--- config.mk ---
export PLATFORM = sky130hd
export DESIGN_NAME = sec_bus_reset
export DESIGN_NICKNAME = d
export VERILOG_FILES = /design/src/rtl/sec_bus_reset_pkg.sv /design/src/rtl/sec_bus_reset_sync.sv /design/src/rtl/sec_bus_reset_ctrl.sv /design/src/rtl/sec_bus_reset_dp.sv /design/src/rtl/sec_bus_reset.sv
export SDC_FILE = /design/constraint.sdc
export NUM_CORES = 1
export LEC_CHECK = 0
export BUFFER_PORTS_ARGS = -buffer_cell sky130_fd_sc_hd__clkbuf_2
export CORE_UTILIZATION = 63
export CTS_BUF_LIST = sky130_fd_sc_hd__clkbuf_4 sky130_fd_sc_hd__clkbuf_8 sky130_fd_sc_hd__clkbuf_16
export DETAILED_ROUTE_END_ITERATION = 10
export PLACE_DENSITY_LB_ADDON = 0.25
export REMOVE_ABC_BUFFERS = 1
export SLEW_MARGIN = 20
export SYNTH_ARGS = -nofsm -noshare
export SYNTH_HDL_FRONTEND = slang
export SYNTH_SLANG_ARGS = --single-unit
export TNS_END_PERCENT = 5
--- constraint.sdc ---
create_clock -name clk -period 4.8 [get_ports clk]
set_input_delay 0.72 -clock clk [delete_from_list [all_inputs] [get_ports clk]]
set_output_delay 0.72 -clock clk [all_outputs]
set_load 0.005 [all_outputs]
--- src/rtl/sec_bus_reset_pkg.sv ---
package sec_bus_reset_pkg;
  // strobes from the control half to the timer/output half
  typedef struct packed {
    logic timerStart;   // load the release timer with zero
    logic timerRun;     // a timed pulse is in progress
  } tmrCtl_t;
endpackage

--- src/rtl/sec_bus_reset_sync.sv ---
module sec_bus_reset_sync #(
  parameter int STAGES = 2
) (
  input  logic clk,
  input  logic arstN,
  input  logic din,
  output logic dout
);
  logic [STAGES-1:0] stg;

  generate
    if (STAGES == 1) begin : g_one
      always_ff @(posedge clk or negedge arstN) begin
        if (!arstN) stg <= '0;
        else        stg <= din;
      end
    end else begin : g_chain
      always_ff @(posedge clk or negedge arstN) begin
        if (!arstN) stg <= '0;
        else        stg <= {stg[STAGES-2:0], din};
      end
    end
  endgenerate

  assign dout = stg[STAGES-1];
endmodule

--- src/rtl/sec_bus_reset_ctrl.sv ---
module sec_bus_reset_ctrl
  import sec_bus_reset_pkg::*;
(
  input  logic    clk,
  input  logic    arstN,
  input  logic    priOk,
  input  logic    cfgWrEn,
  input  logic    cfgWrBit,
  input  logic    chipRstWr,
  input  logic    pmD3ToD0,
  input  logic    timerDone,
  output logic    secBit,
  output logic    autoOn,
  output tmrCtl_t ctl
);
  logic autoTrig;
  logic secBitNxt, autoOnNxt;

  assign autoTrig = priOk && (chipRstWr || pmD3ToD0);

  always_comb begin
    secBitNxt = secBit;
    autoOnNxt = autoOn;
    if (!priOk) begin
      secBitNxt = 1'b0;
      autoOnNxt = 1'b0;
    end else if (autoTrig) begin
      secBitNxt = 1'b1;
      autoOnNxt = 1'b1;
    end else if (autoOn) begin
      if (timerDone) begin
        secBitNxt = 1'b0;
        autoOnNxt = 1'b0;
      end
    end else if (cfgWrEn) begin
      secBitNxt = cfgWrBit;
    end
  end

  always_ff @(posedge clk or negedge arstN) begin
    if (!arstN) begin
      secBit <= 1'b0;
      autoOn <= 1'b0;
    end else begin
      secBit <= secBitNxt;
      autoOn <= autoOnNxt;
    end
  end

  assign ctl.timerStart = autoTrig;
  assign ctl.timerRun   = autoOn;
endmodule

--- src/rtl/sec_bus_reset_dp.sv ---
module sec_bus_reset_dp
  import sec_bus_reset_pkg::*;
#(
  parameter int AUTO_CYCLES = 10_100_000
) (
  input  logic    clk,
  input  logic    arstN,
  input  logic    priOk,
  input  logic    secOk,
  input  logic    secBit,
  input  logic    autoOn,
  input  tmrCtl_t ctl,
  output logic    timerDone,
  output logic    secRstOutN,
  output logic    bufRst,
  output logic    stateRst
);
  localparam int CNT_W = (AUTO_CYCLES > 2) ? $clog2(AUTO_CYCLES) : 1;
  localparam logic [CNT_W-1:0] LAST = CNT_W'(AUTO_CYCLES - 1);

  logic [CNT_W-1:0] cnt;
  logic hwHold;

  assign timerDone = ctl.timerRun && (cnt == LAST);

  always_ff @(posedge clk or negedge arstN) begin
    if (!arstN)                          cnt <= '0;
    else if (!priOk || ctl.timerStart)   cnt <= '0;
    else if (ctl.timerRun && !timerDone) cnt <= cnt + 1'b1;
  end

  // every term below comes straight from a flop
  assign hwHold     = !priOk || !secOk;
  assign bufRst     = hwHold || secBit;
  assign stateRst   = hwHold || autoOn;
  assign secRstOutN = !bufRst;
endmodule

--- src/rtl/sec_bus_reset.sv ---
module sec_bus_reset
  import sec_bus_reset_pkg::*;
#(
  parameter int AUTO_CYCLES = 10_100_000,
  parameter int SYNC_STAGES = 2
) (
  input  logic clk,
  input  logic priRstN,
  input  logic secRstInN,
  input  logic cfgWrEn,
  input  logic cfgWrBit,
  input  logic chipRstWr,
  input  logic pmD3ToD0,
  output logic secRstOutN,
  output logic bufRst,
  output logic stateRst,
  output logic secRstBit
);
  logic priOk, secOk, autoOn, timerDone;
  tmrCtl_t ctl;

  sec_bus_reset_sync #(.STAGES(SYNC_STAGES)) u_priSync (
    .clk(clk), .arstN(priRstN), .din(1'b1), .dout(priOk));

  sec_bus_reset_sync #(.STAGES(SYNC_STAGES)) u_secSync (
    .clk(clk), .arstN(priRstN), .din(secRstInN), .dout(secOk));

  sec_bus_reset_ctrl u_ctrl (
    .clk(clk), .arstN(priRstN), .priOk(priOk),
    .cfgWrEn(cfgWrEn), .cfgWrBit(cfgWrBit),
    .chipRstWr(chipRstWr), .pmD3ToD0(pmD3ToD0),
    .timerDone(timerDone), .secBit(secRstBit), .autoOn(autoOn), .ctl(ctl));

  sec_bus_reset_dp #(.AUTO_CYCLES(AUTO_CYCLES)) u_dp (
    .clk(clk), .arstN(priRstN), .priOk(priOk), .secOk(secOk),
    .secBit(secRstBit), .autoOn(autoOn), .ctl(ctl),
    .timerDone(timerDone), .secRstOutN(secRstOutN),
    .bufRst(bufRst), .stateRst(stateRst));
endmodule

; ---- Yosys cells after proc, flatten, opt, wreduce, memory -nomap -nowiden
; Cells that the tools add are included.
[classes]
reduce_logical = 14
eq_ne = 3
n_addsub = 1
muxes = 11
[op_table]
columns = op, count
row1 = 24-bit 2-to-1 mux, 2
row2 = "24-bit by 1-bit adder with 24-bit output, second input constant", 1
row3 = "24-bit == test, second input constant", 1
row4 = 1-bit 2-to-1 mux, 9
row5 = 1-bit logical OR, 5
row6 = 1-bit logical NOT, 4
row7 = "4-bit by 2-bit inequality test with 1-bit output, second input constant", 1
row8 = "4-bit by 3-bit inequality test with 1-bit output, second input constant", 1
row9 = 1-bit logical AND, 3
row10 = 2-bit AND reduction, 1
row11 = 2-bit nonzero test, 1
[totals]
reg_bits = 30
output_inout_bits = 4
inputBits = 7

; ---- Longest topological paths before layout
; Gate-level depths: netlist of run 1.
[depth]
word_depth = 6
mapped_depth = 7

; ---- Cells and area by module
; From an unflattened synthesis of run 1, not the netlist that was laid out.
[hier_totals]
cells_unflattened = 167
area_unflattened_um2 = 1630.3
[by_module_without_submodules]
columns = module, n_inst, area_per_inst_um2, cells_per_inst
row1 = sec_bus_reset_dp, 1, 1408.9, 152
row2 = sec_bus_reset_ctrl, 1, 117.6, 10
row3 = sec_bus_reset_sync, 2, 50.0, 2
row4 = sec_bus_reset, 1, 3.8, 1

; ---- Worst setup path after synthesis of run 1
; Ideal clock, no wire load.
[synth_timing]
path_type = reg2reg
from = register u_dp.cnt[0]
to = register u_dp.cnt[7]
arrival_ns = 1.659
t_required_ns = 4.722
period_less_slack_ns = 1.737
path_slack_ns = 3.063
stages_incl_launch_ff = 7
cell_sequence = dfrtp_1 -> ha_1 -> and4_1 -> nand3_1 -> o21ai_2 -> or4_1 -> a21oi_1
[synth_between]
elab_chain_len = 5
word_cells_on_any_way = 8
cone_classes = add/sub (1) / eq/ne (1) / mux (2) / reduce/logical (4)
[synth_lines]
columns = item, line_no
row1 = start: declaration, sec_bus_reset_dp.sv:21  ; logic [CNT_W-1:0] cnt;
row2 = start signal: assignment, sec_bus_reset_dp.sv:29  ; else if (ctl.timerRun && !timerDone) cnt <= cnt + 1'b1;
row3 = branches (longest 5 deep; another with 24-bit by 1-bit adder with 24-bit output), --
; Several ways; the timed one is not identified. The select of a mux whose other input is x is not followed.
; A chain may end at the register's enable or synchronous reset.

; ---- Final worst setup path of run 1
[layout_timing]
from = register u_priSync.stg[1]
to = output secRstOutN
[layout_between]
elab_chain_len = 4
[layout_lines]
columns = item, line_no
row1 = start: declaration, sec_bus_reset_sync.sv:9  ; logic [STAGES-1:0] stg;
row2 = start signal: assignment, sec_bus_reset_sync.sv:20  ; else stg <= {stg[STAGES-2:0], din};
row3 = 1-bit logical NOT, sec_bus_reset_dp.sv:33  ; assign hwHold = !priOk || !secOk;
row4 = 1-bit logical OR, sec_bus_reset_dp.sv:33
row5 = 1-bit logical OR, sec_bus_reset_dp.sv:34  ; assign bufRst = hwHold || secBit;
row6 = 1-bit logical NOT, sec_bus_reset_dp.sv:36  ; assign secRstOutN = !bufRst;
row7 = end: declaration, sec_bus_reset.sv:14  ; output logic secRstOutN,
; No other way between the ends.

==> results of run 1 <==
## metal layers
layer / up-vias / track usage, % / share of wire [%]
li1: 603 / - / -
met1: 620 / 37.07 / 42
met2: 64 / 47.62 / 49
met3: 9 / 8.187 / 6.4
met4: 0 / 13.06 / 2.3
met5: - / 0 / 0
## worst reg2reg max path, stage by stage (launching register included)
cell,delay [ns]
dfrtp_1,0.44
ha_1,0.24
and4_1,0.24
nand3_1,0.15
o21ai_2,0.18
or4_1,0.54
a21oi_1,0.15
## cell type report
| class | count | area [um^2] |
|---|---|---|
| timing repair buffer | 10 | 50.05 |
| multi-input combinational | 126 | 768.2 |
| tap | 28 | 35.03 |
| fill | 156 | 596.8 |
| sequential | 30 | 750.7 |
| inverter | 3 | 11.26 |
| clock inverter | 1 | 5.005 |
| clock buffer | 7 | 58.81 |
## state kept, by name, summed over array words and instances (netlist names)
name / flops
u_dp.cnt: 24
u_priSync.stg: 2
u_secSync.stg: 2
u_ctrl.autoOn: 1
u_ctrl.secBit: 1
## power groups by stage
| stage | clock network, mW | registers [mW] | logic [mW] |
|---|---|---|---|
| floorplan | 0 | 0.263 | 0.00813 |
| global placement | 0 | 0.263 | 0.0187 |
| detailed placement | 0 | 0.264 | 0.0199 |
| CTS | 0.164 | 0.259 | 0.0201 |
| global route | 0.176 | 0.259 | 0.0227 |
| finish | 0.164 | 0.259 | 0.0200 |
## cells in the mapped netlist, drive strengths merged
cell type / instances / share of area, %
mux2i: 1 / 0.64
o31a: 1 / 0.56
a31o: 1 / 0.56
or2: 1 / 0.40
o31ai: 1 / 0.48
a21boi: 1 / 0.48
nor2: 17 / 4.1
clkbuf: 2 / 0.48
and4bb: 1 / 0.80
and3: 5 / 2.0
nand4: 8 / 3.2
xor2: 14 / 7.9
ha: 1 / 0.80
and4: 2 / 1.1
nor4b: 1 / 0.56
conb: 1 / 0.24
and4b: 2 / 1.3
o21a: 2 / 0.96
or4: 1 / 0.48
nor3: 1 / 0.32
o211ai: 1 / 0.48
inv: 3 / 0.72
nand2b: 2 / 0.80
dfrtp: 30 / 48
xnor2: 1 / 0.56
buf: 4 / 1.3
a21oi: 7 / 2.2
o21ai: 7 / 2.5
nand2: 18 / 4.3
nor4: 7 / 4.2
nand3: 14 / 4.5
and2: 3 / 1.2
or3: 4 / 1.6
## per-stage QoR
step           setup slack (ns)  cells  utilization, %  total power, mW  hold WS [ns]
3_3_place_gp              2.908    197           70.97           0.2820        0.3350
5_1_grt                   2.634    205           73.78           0.4577        0.3717
6_report                  2.765    205           73.78           0.4424        0.3626
3_5_place_dp              2.831    197           70.97           0.2837        0.3471
2_1_floorplan             2.979    159               -           0.2711        0.3312
4_1_cts                   2.769    205           73.78           0.4429        0.3683
## cell families after synthesis
family          after synthesis
buf+inv                       9
xor+xnor                     15
other cells                   1
fa+ha+maj                     1
compound gates               21
flops                        30
simple gates                 87
mux                           1
## worst paths after layout
kind / from / to / slack (ns)
hold reg to reg: u_secSync.stg[0]$_DFF_PN0_ / u_secSync.stg[1]$_DFF_PN0_ / 0.36
hold / removal: u_secSync.stg[0]$_DFF_PN0_ / u_secSync.stg[1]$_DFF_PN0_ / 0.36
max in group asynchronous: priRstN / u_dp.cnt[20]$_DFFE_PN0P_ / 3.91
setup / recovery: u_priSync.stg[1]$_DFF_PN0_ / secRstOutN / 2.76
setup reg to reg: u_dp.cnt[0]$_DFFE_PN0P_ / u_dp.cnt[7]$_DFFE_PN0P_ / 2.78
min in group asynchronous: priRstN / u_dp.cnt[1]$_DFFE_PN0P_ / 0.42
## placed cells by master, fill, tap and decap left out, types with 2 or more instances in the layout
master / count
o21a_1: 2
nor4_1: 5
and4b_1: 2
nand3_1: 14
and3_1: 5
o21ai_0: 6
nor2_1: 17
a21oi_1: 7
inv_1: 3
and4_1: 2
nand4_1: 8
or3_1: 4
clkbuf_4: 6
clkbuf_2: 10
dfrtp_1: 30
and2_1: 2
nand2_1: 18
nand2b_1: 2
xor2_1: 14
==> impl_metrics.toml, run 1 <==
[run_status]
run_status = "finished clean"

[floorplan]
core_mm2 = 0.002276
initial_utilization_pct = 68.44
io-pin-count = 11
fp-row-count = 17
die_outline_height_um = 51.73
width_of_the_die_um = 51.73
die_area_mm2 = 0.002675

[clock_network]
post_cts.resized_instances = 0
clock_tree.root_cell = "clkbuf_4"
post_cts.repair.setup_buffers = 0
worst_setup_hold_path_clk_slew_ns = 0.09
htreeDepth = 2
cts-buffers-inserted = 5
post_cts_hold_buffer_count = 0
cts.sinks = 30
clk_latency_ns = 0.33
cts_tree = "yes"
ctsLongestPathBuffers = 2

[synthesis]
syn-mean-instance-area_um2 = 9.441
ys_seq_area_share_pct = 48.19
synth.ff_latch_count = 30
yosysWarningCount = 0
synthCells = 165
synth_compound_gate_area_share_pct = 8.273
synth_fa_ha_area_share_pct = 0.8032
xor_xnor_cell_area_share_of_the_yosys_netlist_pct = 8.434
combinational_family_with_the_most_area_after_synthesis = "simple AND/OR/NAND/NOR gates"
synth.lib_cells_used.distinct = 37
muxShareOfSynthArea_pct = 0.6426
mappedNetlistArea_mm2 = 0.001558
synth_simple_gate_area_share_pct = 30.92

[place]
postPlaceCellArea_mm2 = 0.001615
placement.io_buffers = 10
dp_hpwl_um = 2425
gpl.final_weighted_congestion = 0.9044

[layout]
design.final.nets = 184
layout.cell_area.non_filler_mm2 = 0.001679
drive_above_1_share_pct = 12.99
area_growth_syn_to_layout_pct = 7.791
antennaDiodeCount = 0

[grt]
via_count_of_the_first_global_routing_pass = 1236
grtUsageTotal_pct = 29.61
grt_max_degree = 31
grt_antenna_before_repair = 0
grt_first_pass_wirelength_um = 5651
grt.overflow.total = 0

[sta]
final_hold_viol_count = 0
setup_violations = 0
transition_time_at_the_pin_with_the_least_slew_margin_ns = 0.7220
finalCritPeriodShare_pct = 42.40
timing.setup.tns_ns = 0
slew_violations = 0
finClkSkew_ns = 0.01427
timing.slew.headroom_pct = 51.75
period_minus_slack_ns = 2.035
rsz0062_at_grt = "false"
fmax_ghz = 0.4913

[drt]
antenna_left = 0
drc_violations = 0
wirelength_um = 3394
viasPerCell = 6.322
wire_per_inst_um = 16.56
initial_detailed_routing_violation_count = 48
drt_pre_antenna_iters = 4
num_vias = 1296

[worst_setup_path]
critical_path.endpoint_type = "output pin"
path_buf_inv = 2
crit_path_cell_trace = "nand2_1, or2_2, inv_1, clkbuf_2"
critPathLaunchType = "flip-flop"
critical_path.max_stage_delay_ns = 0.44
worst_path_max_delay_cell = "dfrtp_1"
worst-path-max-fanout = 6
ff2ff_path_depth = 6
timing.critical_path.arrival_ns = 1.32
critPathRequiredTime_ns = 4.08
cpLargestDelayFamily = "flip-flops"
critical_path_cell_count = 4
class_of_the_most_critical_setup_path = "flip-flop to output pin"

[power]
netSwitchingFraction_pct = 23.57
ir_worst_vdd_mv = 0.2187
pwr_density_cell_mw_per_mm2 = 263.5
sequentialPowerShare_pct = 58.5
cellLeakagePower_nw = 0.7240
clkPwrFrac_pct = 37.0
power.switching_mw = 0.1043
internal_power_mw = 0.3381
comb_power_share_pct = 4.5

[worst_hold_path]
timing.hold.worst_path_depth = 0
hold_class = "flip-flop to flip-flop"

[run]
max_cap_violations = 0
(Power assumes the default switching activity.)
==> inputs of run 2 (changes only) <==
--- a/config.mk
+++ b/config.mk
@@ -6,7 +6,7 @@
 export NUM_CORES = 1
 export LEC_CHECK = 0
 export BUFFER_PORTS_ARGS = -buffer_cell sky130_fd_sc_hd__clkbuf_2
-export CORE_UTILIZATION = 63
+export CORE_UTILIZATION = 53
 export CTS_BUF_LIST = sky130_fd_sc_hd__clkbuf_4 sky130_fd_sc_hd__clkbuf_8 sky130_fd_sc_hd__clkbuf_16
 export DETAILED_ROUTE_END_ITERATION = 10
 export PLACE_DENSITY_LB_ADDON = 0.25
==> constraint.sdc (replaced) <==
create_clock -name clk -period 1.8 [get_ports clk]
set_input_delay 0.27 -clock clk [delete_from_list [all_inputs] [get_ports clk]]
set_output_delay 0.27 -clock clk [all_outputs]
set_load 0.005 [all_outputs]
==> run 2 against run 1 <==
  * Critical path depth rose by 2
  * Global-route usage is 5.3 points lower
  * Routed wire length is 0.91% higher
  * Sequential cell count stayed put
  * Sequential share of layout area is 3.9 points lower
  * Count of clock-buffer cells in the layout is 2 lower
  * Power rose to 2.9 times the previous value
  * Worst setup slack worse by 2.7 ns
  * Non-clock buffer count is 14 higher
  * Hold slack lost 0.33 ns
  * Design area increased by 9.5%
  * Critical endpoint is now u_dp.cnt[7]$_DFFE_PN0P_
==> impl_metrics.toml, run 2 (same netlist as run 1, synthesis figures left out) <==
[layout]
largest-register = "u_dp.cnt"
layout_commonest_cell = "dfrtp_1"
antennaDiodeCount = 0
area_growth_syn_to_layout_pct = 17.99
max_reg_flops = 24
drive_above_1_share_pct = 21.99
design.final.nets = 198
reg.largest.list = "u_dp.cnt x24, u_priSync.stg x2, u_secSync.stg x2"
layout_common_cells = "dfrtp_1, nand2_1, nor2_1"
final_util_pct = 66.08

[worst_setup_path]
timing.reg2reg.setup_slack_ns = 0.08
ff2ff_path_depth = 6
critical_path.endpoint_type = "flip-flop"
timing.critical_path.arrival_ns = 1.99
critPathRequiredTime_ns = 2.06
reg2reg_to = "u_dp.cnt[7]$_DFFE_PN0P_"
worst-path-max-fanout = 7
class_of_the_most_critical_setup_path = "flip-flop to flip-flop"
rr_startpoint = "u_dp.cnt[0]$_DFFE_PN0P_"
critPathLaunchType = "flip-flop"

[clock_network]
worst_setup_hold_path_clk_slew_ns = 0.09
cts-buffers-inserted = 5
post_cts.repair.setup_buffers = 0
clk_latency_ns = 0.34
cts.sinks = 30
clock_tree.root_cell = "clkbuf_4"
cts_tree = "yes"
ctsLongestPathBuffers = 2
htreeDepth = 2

[drt]
initial_detailed_routing_violation_count = 52
antenna_left = 0
num_vias = 1327
wirelength_um = 3425
viasPerCell = 5.977
wire_per_inst_um = 15.43
drt_pre_antenna_iters = 4
drc_violations = 0

[sta]
transition_time_at_the_pin_with_the_least_slew_margin_ns = 0.7299
timing.setup.tns_ns = 0
slew_violations = 0
fmax_ghz = 0.5802
fin_ws_ns = 0.07639
rsz0062_at_grt = "true"
timing.slew.headroom_pct = 51.34
finalCritPeriodShare_pct = 95.76
period_minus_slack_ns = 1.724
final_hold_viol_count = 0
finClkSkew_ns = 0.006753
fin_hold_ws_ns = 0.03275
setup_violations = 0

[floorplan]
initial_utilization_pct = 56.01
fp-row-count = 19
die_outline_height_um = 56.22
width_of_the_die_um = 56.22
io-pin-count = 11
core_mm2 = 0.002781
die_area_mm2 = 0.003160

[grt]
grt_first_pass_wirelength_um = 5782
via_count_of_the_first_global_routing_pass = 1336
grt_max_degree = 31
grt_antenna_before_repair = 0
grtUsageTotal_pct = 24.27
grt.overflow.total = 0

[power]
pwr_density_cell_mw_per_mm2 = 693.1
clkPwrFrac_pct = 41.0
comb_power_share_pct = 4.9
ir_worst_vdd_mv = 0.5732
power.switching_mw = 0.2824
cellLeakagePower_nw = 0.8105
sequentialPowerShare_pct = 54.1
netSwitchingFraction_pct = 22.17
internal_power_mw = 0.9915

[run_status]
run_status = "finished clean"

[place]
placement.io_buffers = 10
gpl.final_weighted_congestion = 0.8694
dp_hpwl_um = 2469
dp_worst_setup_slack_ns = -0.007634

[worst_hold_path]
timing.hold.worst_path_depth = 1
hold_path.startpoint = "secRstInN"
timing.hold.worst_endpoint = "u_secSync.stg[0]$_DFF_PN0_"
hold_class = "input port to flip-flop"

[run]
max_cap_violations = 0
==> run 2: cell types whose count changed in the layout (fill, tap and decap cells not counted), sizes merged <==
cell	previous run	this run
buf	0	13
bufinv	0	1
dlygate4sd3	0	1
clkbuf	17	15
clkinv	1	2
==> run 2: per-layer routing <==
| metal | global-route usage, % | vias up | wire [um] | part of all wire (%) |
|---|---|---|---|---|
| li1 | - | 634 | - | - |
| met1 | 30.92 | 662 | 1564 | 46 |
| met2 | 37.59 | 20 | 1689 | 49 |
| met3 | 5.116 | 11 | 80 | 2.3 |
| met4 | 15.33 | 0 | 91 | 2.7 |
| met5 | 0 | - | 0 | 0 |
==> run 2: how the worst max path moves through the flow <==
stage | startpoint | to | slack [ns] | cells past startpoint
after CTS | u_dp.cnt[0]$_DFFE_PN0P_ | u_dp.cnt[7]$_DFFE_PN0P_ | 0.03 | 6
after global placement | u_dp.cnt[0]$_DFFE_PN0P_ | u_dp.cnt[4]$_DFFE_PN0P_ | 0.08 | 7
final | u_dp.cnt[0]$_DFFE_PN0P_ | u_dp.cnt[7]$_DFFE_PN0P_ | 0.08 | 6
after global routing | u_dp.cnt[13]$_DFFE_PN0P_ | u_dp.cnt[0]$_DFFE_PN0P_ | -0.009 | 6
after detailed placement | u_dp.cnt[0]$_DFFE_PN0P_ | u_dp.cnt[7]$_DFFE_PN0P_ | -0.008 | 6
after floorplan | u_dp.cnt[0]$_DFFE_PN0P_ | u_dp.cnt[7]$_DFFE_PN0P_ | -0.02 | 6
==> run 2: power by group through the flow <==
stage                     Combinational, mW  Clock [mW]  Sequential [mW]
after floorplan                      0.0217           0            0.701
after CTS                            0.0619       0.534            0.689
after global routing                 0.0705       0.557            0.691
after detailed placement             0.0589           0            0.702
after global placement               0.0563           0            0.702
final                                0.0620       0.522            0.689
==> run 2: what timing repair did <==
item / 4_1_cts / 5_1_grt
hold endpoints to repair: 24 / 0
hold buffers: 1 / 0
gates resized for setup: 4 / 4
pin swaps: 0 / 2
setup endpoints to repair: 3 / 12
==> run 2: through the flow <==
step / power (mW) / instance area, um^2 / std cells
after floorplan: 0.7231 / 1530 / 159
after global placement: 0.7582 / 1717 / 213
after detailed placement: 0.7612 / 1717 / 213
after CTS: 1.285 / 1824 / 222
after global routing: 1.319 / 1838 / 222
final: 1.274 / 1838 / 222
==> run 2: worst max-delay path, stage by stage, from the launching register on <==
cell and delay (ns):
dfrtp_1 0.39, ha_1 0.21, and4_4 0.20, nand3_2 0.10, o21ai_4 0.09, or4_4 0.53
a21oi_2 0.13
==> run 2: area by class of cell <==
class	count	area [um^2]
Fill cell	226	943.4
Multi-Input combinational cell	126	798.3
Sequential cell	30	750.7
Timing Repair Buffer	24	161.4
Clock inverter	3	40.04
Tap cell	31	38.79
Clock buffer	5	37.54
Inverter	3	11.26
